`config.mk`:
```
export PLATFORM = sky130hd
export DESIGN_NAME = adc_lane_serializer
export DESIGN_NICKNAME = d
export VERILOG_FILES = /design/src/rtl/lane_ser_pkg.sv /design/src/rtl/lane_slot_seq.sv /design/src/rtl/lane_chan_pick.sv /design/src/rtl/lane_frame_shift.sv /design/src/rtl/adc_lane_serializer.sv
export SDC_FILE = /design/constraint.sdc
export NUM_CORES = 1
export LEC_CHECK = 0
export BUFFER_PORTS_ARGS = -buffer_cell sky130_fd_sc_hd__buf_4
export CAP_MARGIN = 20
export CORE_MARGIN = 4
export CORE_UTILIZATION = 49
export DETAILED_ROUTE_END_ITERATION = 12
export GPL_TIMING_DRIVEN = 0
export MAX_ROUTING_LAYER = met4
export PLACE_DENSITY = 0.73
export SETUP_SLACK_MARGIN = 0.15
export SYNTH_ARGS = -nofsm -noshare
export SYNTH_HDL_FRONTEND = slang
export SYNTH_SLANG_ARGS = --single-unit
```
`constraint.sdc`:
```
create_clock -name clk -period 3.7 [get_ports clk]
set_input_delay 0.555 -clock clk [delete_from_list [all_inputs] [get_ports clk]]
set_output_delay 0.555 -clock clk [all_outputs]
set_load 0.01 [all_outputs]
```
`src/rtl/lane_ser_pkg.sv`:
```
package lane_ser_pkg;

    typedef enum logic [1:0] {
        ST_IDLE   = 2'd0,
        ST_FILL   = 2'd1,
        ST_STREAM = 2'd2
    } slot_state_e;

    localparam logic [7:0] MISS_FILL = 8'hFF;

endpackage

```
`src/rtl/lane_slot_seq.sv`:
```
module lane_slot_seq
    import lane_ser_pkg::*;
#(
    parameter int SLOT_LEN = 48
) (
    input  logic clk,
    input  logic rst_n,
    input  logic line_sync,
    output logic cap_en,
    output logic load,
    output logic phase
);

    localparam int CW = (SLOT_LEN > 2) ? $clog2(SLOT_LEN) : 1;
    localparam logic [CW-1:0] LAST = CW'(SLOT_LEN - 1);

    slot_state_e state_q, state_d;
    logic [CW-1:0] cnt_q;
    logic          phase_q;
    logic          at_last;

    assign at_last = (cnt_q == LAST);

    always_comb begin
        state_d = state_q;
        unique case (state_q)
            ST_IDLE:   if (line_sync) state_d = ST_FILL;
            ST_FILL:   if (at_last)   state_d = ST_STREAM;
            ST_STREAM: state_d = ST_STREAM;
            default:   state_d = ST_IDLE;
        endcase
    end

    always_ff @(posedge clk) begin
        if (!rst_n) begin
            state_q <= ST_IDLE;
            cnt_q   <= '0;
            phase_q <= 1'b0;
        end else begin
            state_q <= state_d;
            if (state_q == ST_IDLE) begin
                cnt_q   <= '0;
                phase_q <= 1'b0;
            end else if (at_last) begin
                cnt_q   <= '0;
                phase_q <= ~phase_q;
            end else begin
                cnt_q   <= cnt_q + 1'b1;
            end
        end
    end

    always_comb begin
        cap_en = 1'b0;
        load   = 1'b0;
        unique case (state_q)
            ST_IDLE: begin
                cap_en = 1'b0;
                load   = 1'b0;
            end
            ST_FILL, ST_STREAM: begin
                cap_en = 1'b1;
                load   = at_last;
            end
            default: begin
                cap_en = 1'b0;
                load   = 1'b0;
            end
        endcase
    end

    assign phase = phase_q;

    AST_IDLE_NO_LOAD: assert property (@(posedge clk) disable iff (!rst_n)
        (state_q == ST_IDLE) |-> !load);
    AST_PHASE_FLIPS: assert property (@(posedge clk) disable iff (!rst_n)
        load |=> (phase_q != $past(phase_q)));
    AST_STREAM_HOLDS: assert property (@(posedge clk) disable iff (!rst_n)
        (state_q == ST_STREAM) |=> (state_q == ST_STREAM));

endmodule

```
`src/rtl/lane_chan_pick.sv`:
```
module lane_chan_pick
    import lane_ser_pkg::*;
#(
    parameter int RES_W = 8
) (
    input  logic             clk,
    input  logic             rst_n,
    input  logic             cap_en,
    input  logic             load,
    input  logic             phase,
    input  logic [RES_W-1:0] a_data,
    input  logic             a_done,
    input  logic [RES_W-1:0] b_data,
    input  logic             b_done,
    output logic [RES_W-1:0] result,
    output logic             missing
);

    logic [RES_W-1:0] hold_q;
    logic             valid_q;
    logic             hit;
    logic [RES_W-1:0] sel_data;

    assign hit      = cap_en && (phase ? b_done : a_done);
    assign sel_data = phase ? b_data : a_data;

    always_ff @(posedge clk) begin
        if (!rst_n) begin
            hold_q  <= '0;
            valid_q <= 1'b0;
        end else if (load) begin
            valid_q <= 1'b0;
        end else if (hit) begin
            hold_q  <= sel_data;
            valid_q <= 1'b1;
        end
    end

    always_comb begin
        if (hit)          result = sel_data;
        else if (valid_q) result = hold_q;
        else              result = {RES_W{1'b1}};
        missing = !hit && !valid_q;
    end

    AST_CLEAR_ON_LOAD: assert property (@(posedge clk) disable iff (!rst_n)
        load |=> !valid_q);
    AST_IDLE_NO_CAPTURE: assert property (@(posedge clk) disable iff (!rst_n)
        !cap_en |=> (valid_q == $past(valid_q)) || !valid_q);

endmodule

```
`src/rtl/lane_frame_shift.sv`:
```
module lane_frame_shift #(
    parameter int WORD_W = 48
) (
    input  logic              clk,
    input  logic              rst_n,
    input  logic              load,
    input  logic [WORD_W-1:0] word,
    input  logic              miss_any,
    output logic              ser_bit,
    output logic              frame_mark,
    output logic              bit_en,
    output logic              err_flag
);

    logic [WORD_W-1:0] sh_q;
    logic              mark_q;
    logic              en_q;
    logic              err_q;

    always_ff @(posedge clk) begin
        if (!rst_n) begin
            sh_q   <= '0;
            mark_q <= 1'b0;
            en_q   <= 1'b0;
            err_q  <= 1'b0;
        end else if (load) begin
            sh_q   <= word;
            mark_q <= 1'b1;
            en_q   <= 1'b1;
            err_q  <= err_q | miss_any;
        end else begin
            sh_q   <= sh_q << 1;
            mark_q <= 1'b0;
        end
    end

    assign ser_bit    = sh_q[WORD_W-1];
    assign frame_mark = mark_q;
    assign bit_en     = en_q;
    assign err_flag   = err_q;

    AST_MARK_NEEDS_EN: assert property (@(posedge clk) disable iff (!rst_n)
        mark_q |-> en_q);
    AST_MARK_SINGLE: assert property (@(posedge clk) disable iff (!rst_n)
        mark_q |=> !mark_q);
    AST_EN_NO_GAP: assert property (@(posedge clk) disable iff (!rst_n)
        en_q |=> en_q);
    AST_ERR_STICKY: assert property (@(posedge clk) disable iff (!rst_n)
        err_q |=> err_q);

endmodule

```
`src/rtl/adc_lane_serializer.sv`:
```
module adc_lane_serializer
    import lane_ser_pkg::*;
#(
    parameter int CH_NUM = 6,
    parameter int RES_W  = 8
) (
    input  logic                    clk,
    input  logic                    rst_n,
    input  logic                    line_sync,
    input  logic [CH_NUM*RES_W-1:0] adc_a_data,
    input  logic [CH_NUM-1:0]       adc_a_done,
    input  logic [CH_NUM*RES_W-1:0] adc_b_data,
    input  logic [CH_NUM-1:0]       adc_b_done,
    output logic                    ser_bit,
    output logic                    frame_mark,
    output logic                    bit_en,
    output logic                    err_flag
);

    localparam int WORD_W = CH_NUM * RES_W;

    logic              cap_en;
    logic              load;
    logic              phase;
    logic [WORD_W-1:0] word;
    logic [CH_NUM-1:0] miss_vec;

    lane_slot_seq #(.SLOT_LEN(WORD_W)) u_seq (
        .clk       (clk),
        .rst_n     (rst_n),
        .line_sync (line_sync),
        .cap_en    (cap_en),
        .load      (load),
        .phase     (phase)
    );

    for (genvar gi = 0; gi < CH_NUM; gi++) begin : g_ch
        lane_chan_pick #(.RES_W(RES_W)) u_pick (
            .clk     (clk),
            .rst_n   (rst_n),
            .cap_en  (cap_en),
            .load    (load),
            .phase   (phase),
            .a_data  (adc_a_data[gi*RES_W +: RES_W]),
            .a_done  (adc_a_done[gi]),
            .b_data  (adc_b_data[gi*RES_W +: RES_W]),
            .b_done  (adc_b_done[gi]),
            .result  (word[WORD_W-1-gi*RES_W -: RES_W]),
            .missing (miss_vec[gi])
        );
    end

    lane_frame_shift #(.WORD_W(WORD_W)) u_shift (
        .clk        (clk),
        .rst_n      (rst_n),
        .load       (load),
        .word       (word),
        .miss_any   (|miss_vec),
        .ser_bit    (ser_bit),
        .frame_mark (frame_mark),
        .bit_en     (bit_en),
        .err_flag   (err_flag)
    );

    AST_QUIET_BEFORE_STREAM: assert property (@(posedge clk) disable iff (!rst_n)
        !bit_en |-> (!ser_bit && !frame_mark && !err_flag));

endmodule

```
* Word level (Yosys, flattened, before mapping)
Index checks and enable logic that the tools add are counted.
** Storage, ports and cells
- Register bits :: 114
- Input bits :: 111
- Output and inout port bits :: 4
- Logic and storage cells :: 99
** Operators by class
- Add/sub/neg operators :: 1
- Eq/ne operators :: 5
- Multiplexer cells :: 31
- Bitwise logic cells :: 4
- Reduce and logical (&&, ||, !) cells :: 38
** Operators with widths (count)
- 8-bit two-way mux :: 18
- 48-bit two-way mux :: 1
- 2-bit AND reduction :: 8
- 1-bit logical AND :: 12
- 1-bit zero test :: 12
- 1-bit two-way mux :: 9
- 6-bit by 1-bit adder with 6-bit output (second input constant) :: 1
- 6-bit equality test (second input constant) :: 1
- 2-bit case mux with 3 select lines :: 1
- 2-bit OR reduction :: 3
- 6-bit OR reduction :: 1
- 2-bit two-way mux :: 2
- 1-bit NOT :: 3
- 3-bit OR reduction :: 1
- 2-bit by 1-bit equality test with 1-bit output (second input constant) :: 1
- 2-bit equality test (second input constant) :: 1
- 2-bit zero test :: 1
- 2-bit by 1-bit inequality test with 1-bit output (second input constant) :: 1
- 2-bit inequality test (second input constant) :: 1
- 1-bit bitwise OR :: 1

* Logic depth before layout (Yosys ltp)
Gate-level depths: netlist (run 1).
- Depth after elaboration :: 8
- Mapped depth :: 8
- Mapped depth without buffers :: 6

* By module
A second synthesis (run 1) with hierarchy kept.
** Second synthesis, totals
- Cell total of the unflattened synthesis :: 592
- Area, all modules :: 6243.5 µm²
** Modules (own cells, without submodules)
- lane_chan_pick :: instances 6, cells an instance 64, area an instance 649.4 µm², sequential area each 180.2 µm²
- lane_frame_shift :: instances 1, cells an instance 161, area an instance 1918.1 µm², sequential area each 1021.0 µm²
- lane_slot_seq :: instances 1, cells an instance 44, area an instance 415.4 µm², sequential area each 180.2 µm²
- adc_lane_serializer :: instances 1, cells an instance 3, area an instance 13.8 µm², sequential area each 0.0 µm²

* Worst setup path before layout (run 1)
Ideal clock, no wire load.
- Path type :: flip-flop to flip-flop
- Start point :: reg u_seq.state_q[0]
- End point :: reg u_shift.sh_q[32]
- Setup time :: 0.117 ns
- Arrival time :: 1.677 ns
- Required time :: 3.583 ns
- Path slack :: 1.906 ns
- Cell stages (with the launch flop) :: 8
- Path buffers :: 1
- Period minus slack after synthesis :: 1.794 ns
- Cells stage by stage :: dfxtp_1 > inv_1 > ha_1 > inv_2 > buf_2 > o21ai_1 > o21a_1 > a22o_1
** On the way
- Longest elaborated chain between the ends :: 6
- Elaborated cells on any way between the ends :: 8
- Those cells by class :: 2 x eq/ne; 4 x mux; 2 x reduce/logical
** Ends and longest elaborated chain
- start, declared :: line lane_slot_seq.sv:17 : slot_state_e state_q, state_d;
- start signal, assigned :: line lane_slot_seq.sv:40 : state_q <= state_d;
- 2-bit by 1-bit equality test with 1-bit output or 2-bit equality test (tied branches) :: line lane_slot_seq.sv:56 : unique case (state_q)
- 2-bit OR reduction * :: line lane_slot_seq.sv:56
- 1-bit two-way mux :: line lane_slot_seq.sv:56
- 1-bit logical AND :: line lane_chan_pick.sv:24 : assign hit = cap_en && (phase ? b_done : a_done);
- 8-bit two-way mux :: line lane_chan_pick.sv:40 : if (hit) result = sel_data;
- 48-bit two-way mux * :: line lane_frame_shift.sv:26 : end else if (load) begin
- end signal, assigned :: line lane_frame_shift.sv:27 : sh_q <= word;
- end signal, assigned :: line lane_frame_shift.sv:32 : sh_q <= sh_q << 1;
- end, declared :: line lane_frame_shift.sv:15 : logic [WORD_W-1:0] sh_q;
Every way passes the cells marked *; elsewhere a longest branch is shown, timed or not.
A chain may end at the register's enable or synchronous reset.

* Final worst setup path (run 1)
- Start point :: reg u_seq.state_q[0]
- End point :: reg u_shift.sh_q[38]
Same word-level chain as after synthesis.

==> metrics.yaml, run 1 <==
crit_start: "u_seq.state_q[0]$_SDFFE_PN0P_"
place_congestion: 0.825
cts_buffers: 17
switching_share: 0.312
core_area_um2: 10300
period_needed_ns: 2.15
leakagePower_nw: 2.56
finalHoldViolCount: 0
ios: 115
wirelength_mm: 13.1
grt_pass1_wl_mm: 21.8
dieArea_um2: 12200
worstPathArrival_ns: 2.55
timing.rr.end: "u_shift.sh_q[38]$_SDFF_PN0_"
drc: 0
start_kind: "flip-flop"
final_antenna_net_count: 0
clkTransAtPathRegs_ns: 0.06
dpl.hpwl_mm: 9.47
muxShareOfSynthArea: 0.112
max-clock-path-buffers: 2
async_flop_share: 0
r2r_slack_ns: 1.55
yosys.area.top_type_share: 0.442
finalInstanceArea_um2: 6740
antenna_found_initial: 0
io_buffers: 113
place_inst: 746
r2r_start: "u_seq.state_q[0]$_SDFFE_PN0P_"
drtIter0Drc: 168
syn_area_um2: 5160
drv_cap: 0
synth-seq-cells: 114
synthToLayoutAreaGrowth_pct: 30.5
synth_top_family_by_area: "compound AO/OA/AOI/OAI gates"
cts_sinks: 114
first_pass_iters: 5
finClkSkew_ns: 0.00928
slowest_stage: "dfxtp_1"
power_density_nw_per_um2: 636
grt_pass1_vias: 4539
hp-start: "adc_a_data[4]"
synth_fa_ha_area_frac: 0.00970
post_cts_buffers: 0
synth_xor_area_frac: 0.00848
finalPower_mw: 4.29
yosysSeqAreaShare: 0.442
cts_max_level: 4
tritoncts: "done"
synth_compound_area_frac: 0.239
cpPeakStageDelay_ns: 0.36
num_vias: 4329
utilization: 0.655
slew_viol_final: 0
ys_types: 45
cts_resized: 0
synth_edf_count: 0
grt_max_degree: 17
syn_inst: 497
crit_chain: "inv_1 > ha_1 > inv_2 > buf_2 > o21ai_1 > o21a_1 > a22o_1"
status: "completed"
setup_violations: 0
grt_overflow: 0
num_rows: 37
path_max_fanout: 10
hold_path_class: "in2reg"
syn_area_per_cell_um2: 10.4
worstPathRequired_ns: 4.10
yosys.area_share.simple: 0.142
die_w_um: 111
synth_area_leaders: "dfxtp_1 (44%), mux2i_1 (9.3%), o221a_2 (5.2%)"
fin_cells: 776
ys_warn_count: 0
rsz0062_at_grt: "no"
viasPerCell: 5.58
switchingPower_mw: 1.34
layout-drive-gt1-share: 0.338
timing.setup.tns_ns: 0
die_height_um: 111
seqPwrFrac: 0.367
syn_nets: 612
synth_area_leader_cell: "dfxtp_1"
ys.flop_type: "dfxtp_1"
initial_core_util: 0.502
vdd_drop_max_mv: 0.306
clock_latency_ns: 0.51
tightest_slew_ns: 0.667
postCtsHoldBufs: 0
endpoint: "u_shift.sh_q[38]$_SDFF_PN0_"
p_int_mw: 2.95
wire_per_inst_um: 16.9
antennaDiodeCount: 0
place_area_um2: 6180
critPathKind: "reg2reg"
p_comb_frac: 0.276
timing.final.crit_share: 0.581
relSlewSlack: 0.552
track_usage: 0.221
clockPowerShare: 0.357
nFillCells: 847
fmax_ghz: 0.465
rr_worst_depth: 7
cts_root_buf: "clkbuf_8"
endpoint_kind: "flip-flop"
fin_nets: 744
[layout by cell type (no fill, tap or decap), types with 4 or more instances in the layout]
| cell | n |
|---|---|
| ha_1 | 4 |
| clkbuf_1 | 10 |
| a21oi_1 | 7 |
| clkbuf_16 | 16 |
| nand2_1 | 51 |
| mux2i_1 | 48 |
| a32o_1 | 24 |
| buf_2 | 14 |
| nand3b_1 | 24 |
| o21ai_0 | 4 |
| nor2_1 | 38 |
| buf_6 | 4 |
| a22o_1 | 23 |
| a211oi_1 | 24 |
| dfxtp_1 | 114 |
| o21a_1 | 25 |
| buf_4 | 120 |
| o221a_2 | 24 |
| clkinv_2 | 4 |
[layout make-up]
type                    count  area (um^2)  share of cell area
repair buffers            113          848               0.126
well taps                 136          170              0.0253
flip-flops and latches    114         2280               0.339
clock buffers              20          445              0.0661
clock inverters            10          111              0.0165
multi-input cells         341         2640               0.391
inverters                   5         18.8             0.00279
plain buffers              37          224              0.0332
[worst max-delay path, delay by kind of cell (launching register included)]
kind / cells / cell delay, ns
compound gates: 3 / 0.73
fa+ha+maj: 1 / 0.36
buf+inv: 3 / 0.59
flops: 1 / 0.36
[state kept, by name, summed over array words and instances, names as in the netlist]
name and cells:
g_ch.u_pick.hold_q 48, g_ch.u_pick.valid_q 6, u_seq.cnt_q 6, u_seq.phase 1, u_seq.state_q 2, u_shift.bit_en 1
u_shift.err_flag 1, u_shift.frame_mark 1, u_shift.sh_q 48
[synth_stat cells (2+ instances only)]
cell type and instances:
dfxtp_1 114, nand2_1 51, mux2i_1 48, nor2_1 38
o21a_1 25, a211oi_1 24, a32o_1 24, nand3b_1 24
o221a_2 24, a22o_1 23, buf_2 14, clkbuf_1 9
a21oi_1 7, buf_4 7, buf_6 4, ha_1 4
o21ai_0 4, and2_1 3, inv_1 3, nor2_2 3
nor3_4 3, o211a_4 3, o21ai_1 3, o21ba_2 3
xnor2_1 3, and3_1 2, buf_1 2, inv_2 2
mux2_2 2, mux2i_4 2, nand3_1 2, nor3_1 2
or3_1 2, xor2_1 2
[power groups by stage]
stage                     clock network [mW]  registers, mW  logic (mW)
after floorplan                            0           1.56       0.866
after global placement                     0           1.58        1.13
after detailed placement                   0           1.59        1.17
after CTS                               1.53           1.57        1.18
after global routing                    1.60           1.60        1.31
final                                   1.53           1.57        1.18
[layer usage]
layer	share of wire	track usage
met3	0.053	0.0614
met2	0.49	0.366
met5	0	-
met4	0.017	0.0690
met1	0.44	0.260
[per-stage QoR]
step                      setup WS, ns  hold WS [ns]
after floorplan                   1.91         0.419
after global placement            1.64         0.427
after detailed placement          1.60         0.428
after CTS                         1.57         0.392
after global routing              1.41         0.404
final                             1.55         0.402
[worst min path at each step]
stage | cells past startpoint | to | slack, ns
after floorplan | 1 | u_shift.sh_q[10]$_SDFF_PN0_ | 0.42
after global placement | 1 | u_shift.sh_q[28]$_SDFF_PN0_ | 0.43
after detailed placement | 1 | u_shift.sh_q[20]$_SDFF_PN0_ | 0.43
after CTS | 4 | u_shift.sh_q[44]$_SDFF_PN0_ | 0.39
after global routing | 2 | g_ch[1].u_pick.hold_q[3]$_SDFFE_PN0P_ | 0.40
final | 4 | u_shift.sh_q[44]$_SDFF_PN0_ | 0.40
[logic make-up after synthesis]
group | count (synthesis)
flops | 114
buf+inv | 42
xor+xnor | 5
compound gates | 140
fa+ha+maj | 4
simple gates | 138
mux | 54
No activity file was read; power rests on OpenSTA's default activity.
==> inputs of run 2 (changes only) <==
==> constraint.sdc (replaced) <==
create_clock -name clk -period 2.2 [get_ports clk]
set_input_delay 0.33 -clock clk [delete_from_list [all_inputs] [get_ports clk]]
set_output_delay 0.33 -clock clk [all_outputs]
set_load 0.01 [all_outputs]
==> run 2 against run 1 <==
Wire length shrank 0.34%. Total power increased by 68%. Cell area increased by 0.30%. Setup slack got worse by 1.4 ns. Final cell count rose by 0.13%. Critical path type unchanged. Flip-flop and latch count stayed put. Critical path depth is the same. Non-clock buffer count increased by 1.
==> metrics.yaml, run 2 (synthesized netlist as in run 1, its figures left out) <==
status: "completed"
finalHoldViolCount: 0
first_pass_iters: 5
grt_pass1_vias: 4539
drc: 0
cts_buffers: 17
hold_path_class: "in2reg"
drtIter0Drc: 145
leakagePower_nw: 2.57
slew_viol_final: 0
slowest_stage: "dfxtp_1"
place_area_um2: 6180
antenna_found_initial: 0
drv_cap: 0
synthToLayoutAreaGrowth_pct: 30.9
switchingPower_mw: 2.24
grt_max_degree: 17
ios: 115
io_buffers: 113
power_density_nw_per_um2: 1070
crit_chain: "inv_1 > ha_1 > inv_2 > buf_4 > o21ai_1 > o21a_1 > a22o_1"
start_kind: "flip-flop"
grt_overflow: 0
timing.setup.tns_ns: 0
fin_cells: 777
grt_pass1_wl_mm: 21.8
die_height_um: 111
route.layer.met1.wl_mm: 5.60
period_needed_ns: 2.03
relSlewSlack: 0.567
layout.cells.most_common_list: "buf_4 (121), dfxtp_1 (114), nand2_1 (51)"
place_inst: 746
die_w_um: 111
fmax_ghz: 0.492
finalPower_mw: 7.21
num_vias: 4338
cts_root_buf: "clkbuf_8"
timing.final.crit_share: 0.924
wirelength_mm: 13.0
track_usage: 0.221
cts_sinks: 114
critPathKind: "reg2reg"
worstPathArrival_ns: 2.43
antennaDiodeCount: 0
endpoint_kind: "flip-flop"
tightest_slew_ns: 0.645
cts_max_level: 4
dieArea_um2: 12200
topRoutingLayerUsed: "met4"
finClkSkew_ns: 0.00679
cpPeakStageDelay_ns: 0.36
clockPowerShare: 0.356
fin_nets: 745
fin_hold_ws_ns: 0.179
max-clock-path-buffers: 2
postCtsHoldBufs: 0
setup_violations: 0
seqPwrFrac: 0.367
final_common_cell: "buf_4"
rsz0062_at_grt: "yes"
core_area_um2: 10300
num_rows: 37
initial_core_util: 0.502
layout-drive-gt1-share: 0.343
vdd_drop_max_mv: 0.512
dr_wl_met2_mm: 6.45
tritoncts: "done"
top_regs: "g_ch.u_pick.hold_q (48), u_shift.sh_q (48)"
finalInstanceArea_um2: 6760
clkTransAtPathRegs_ns: 0.06
wire_per_inst_um: 16.8
p_comb_frac: 0.277
final_antenna_net_count: 0
worstPathRequired_ns: 2.59
viasPerCell: 5.58
clock_latency_ns: 0.51
p_int_mw: 4.97
place_congestion: 0.825
switching_share: 0.310
path_max_fanout: 10
dpl.hpwl_mm: 9.47
met3_length_um: 778
-- run 2: changes by cell type in the layout (fill, tap and decap cells not counted) --
cell | previous run | this run
clkbuf_2 | 0 | 2
buf_6 | 4 | 5
clkbuf_1 | 10 | 8
buf_2 | 14 | 13
o21ai_2 | 0 | 1
buf_4 | 120 | 121
o21ai_1 | 3 | 2
-- run 2: power groups by stage --
stage	sequential (mW)	combinational (mW)	clock [mW]
after floorplan	2.63	1.46	0
after global placement	2.66	1.91	0
after detailed placement	2.68	1.97	0
after CTS	2.64	2.00	2.58
after global routing	2.68	2.21	2.68
final	2.65	2.00	2.57
-- run 2: worst paths after layout --
path | cells past startpoint | slack (ns) | startpoint | endpoint
max | 7 | 0.17 | u_seq.state_q[0]$_SDFFE_PN0P_ | u_shift.sh_q[38]$_SDFF_PN0_
min | 4 | 0.18 | adc_a_data[4] | u_shift.sh_q[44]$_SDFF_PN0_
max reg2reg | 7 | 0.17 | u_seq.state_q[0]$_SDFFE_PN0P_ | u_shift.sh_q[38]$_SDFF_PN0_
min reg2reg | 1 | 0.44 | u_shift.sh_q[25]$_SDFF_PN0_ | u_shift.sh_q[26]$_SDFF_PN0_
-- run 2: worst max-delay path: cells and delay by family (launching register included) --
family | cells | cell delay (ns)
AOI/OAI and AO/OA | 3 | 0.69
buffers and inverters | 3 | 0.52
DFF | 1 | 0.36
adders and majority gates | 1 | 0.36
-- run 2: layer usage --
| metal | global-route usage | up-vias |
|---|---|---|
| met5 | - | - |
| met4 | 0.0690 | 0 |
| met3 | 0.0614 | 23 |
| li1 | - | 2131 |
| met2 | 0.366 | 155 |
| met1 | 0.260 | 2029 |
-- run 2: repair_timing --
item | CTS | global route
pin swaps | 0 | 0
resized for setup | 1 | 6
cloned | 0 | 0
setup buffers | 0 | 1
setup endpoints to repair | 18 | 54
-- run 2: layout make-up --
| class | instances | area [um^2] |
|---|---|---|
| fillers | 844 | 3520 |
| multi-input cells | 341 | 2640 |
| flip-flops and latches | 114 | 2280 |
| repair buffers | 114 | 856 |
| clock buffers | 20 | 445 |
| plain buffers | 37 | 233 |
| well taps | 136 | 170 |
| clock inverters | 10 | 111 |
| inverters | 5 | 18.8 |
-- run 2: per-stage QoR --
| stage | setup slack, ns | util |
|---|---|---|
| global placement | 0.136 | 0.601 |
| global route | 0.0528 | 0.657 |
| floorplan | 0.406 | - |
| detailed placement | 0.104 | 0.601 |
| CTS | 0.155 | 0.656 |
| finish | 0.166 | 0.657 |
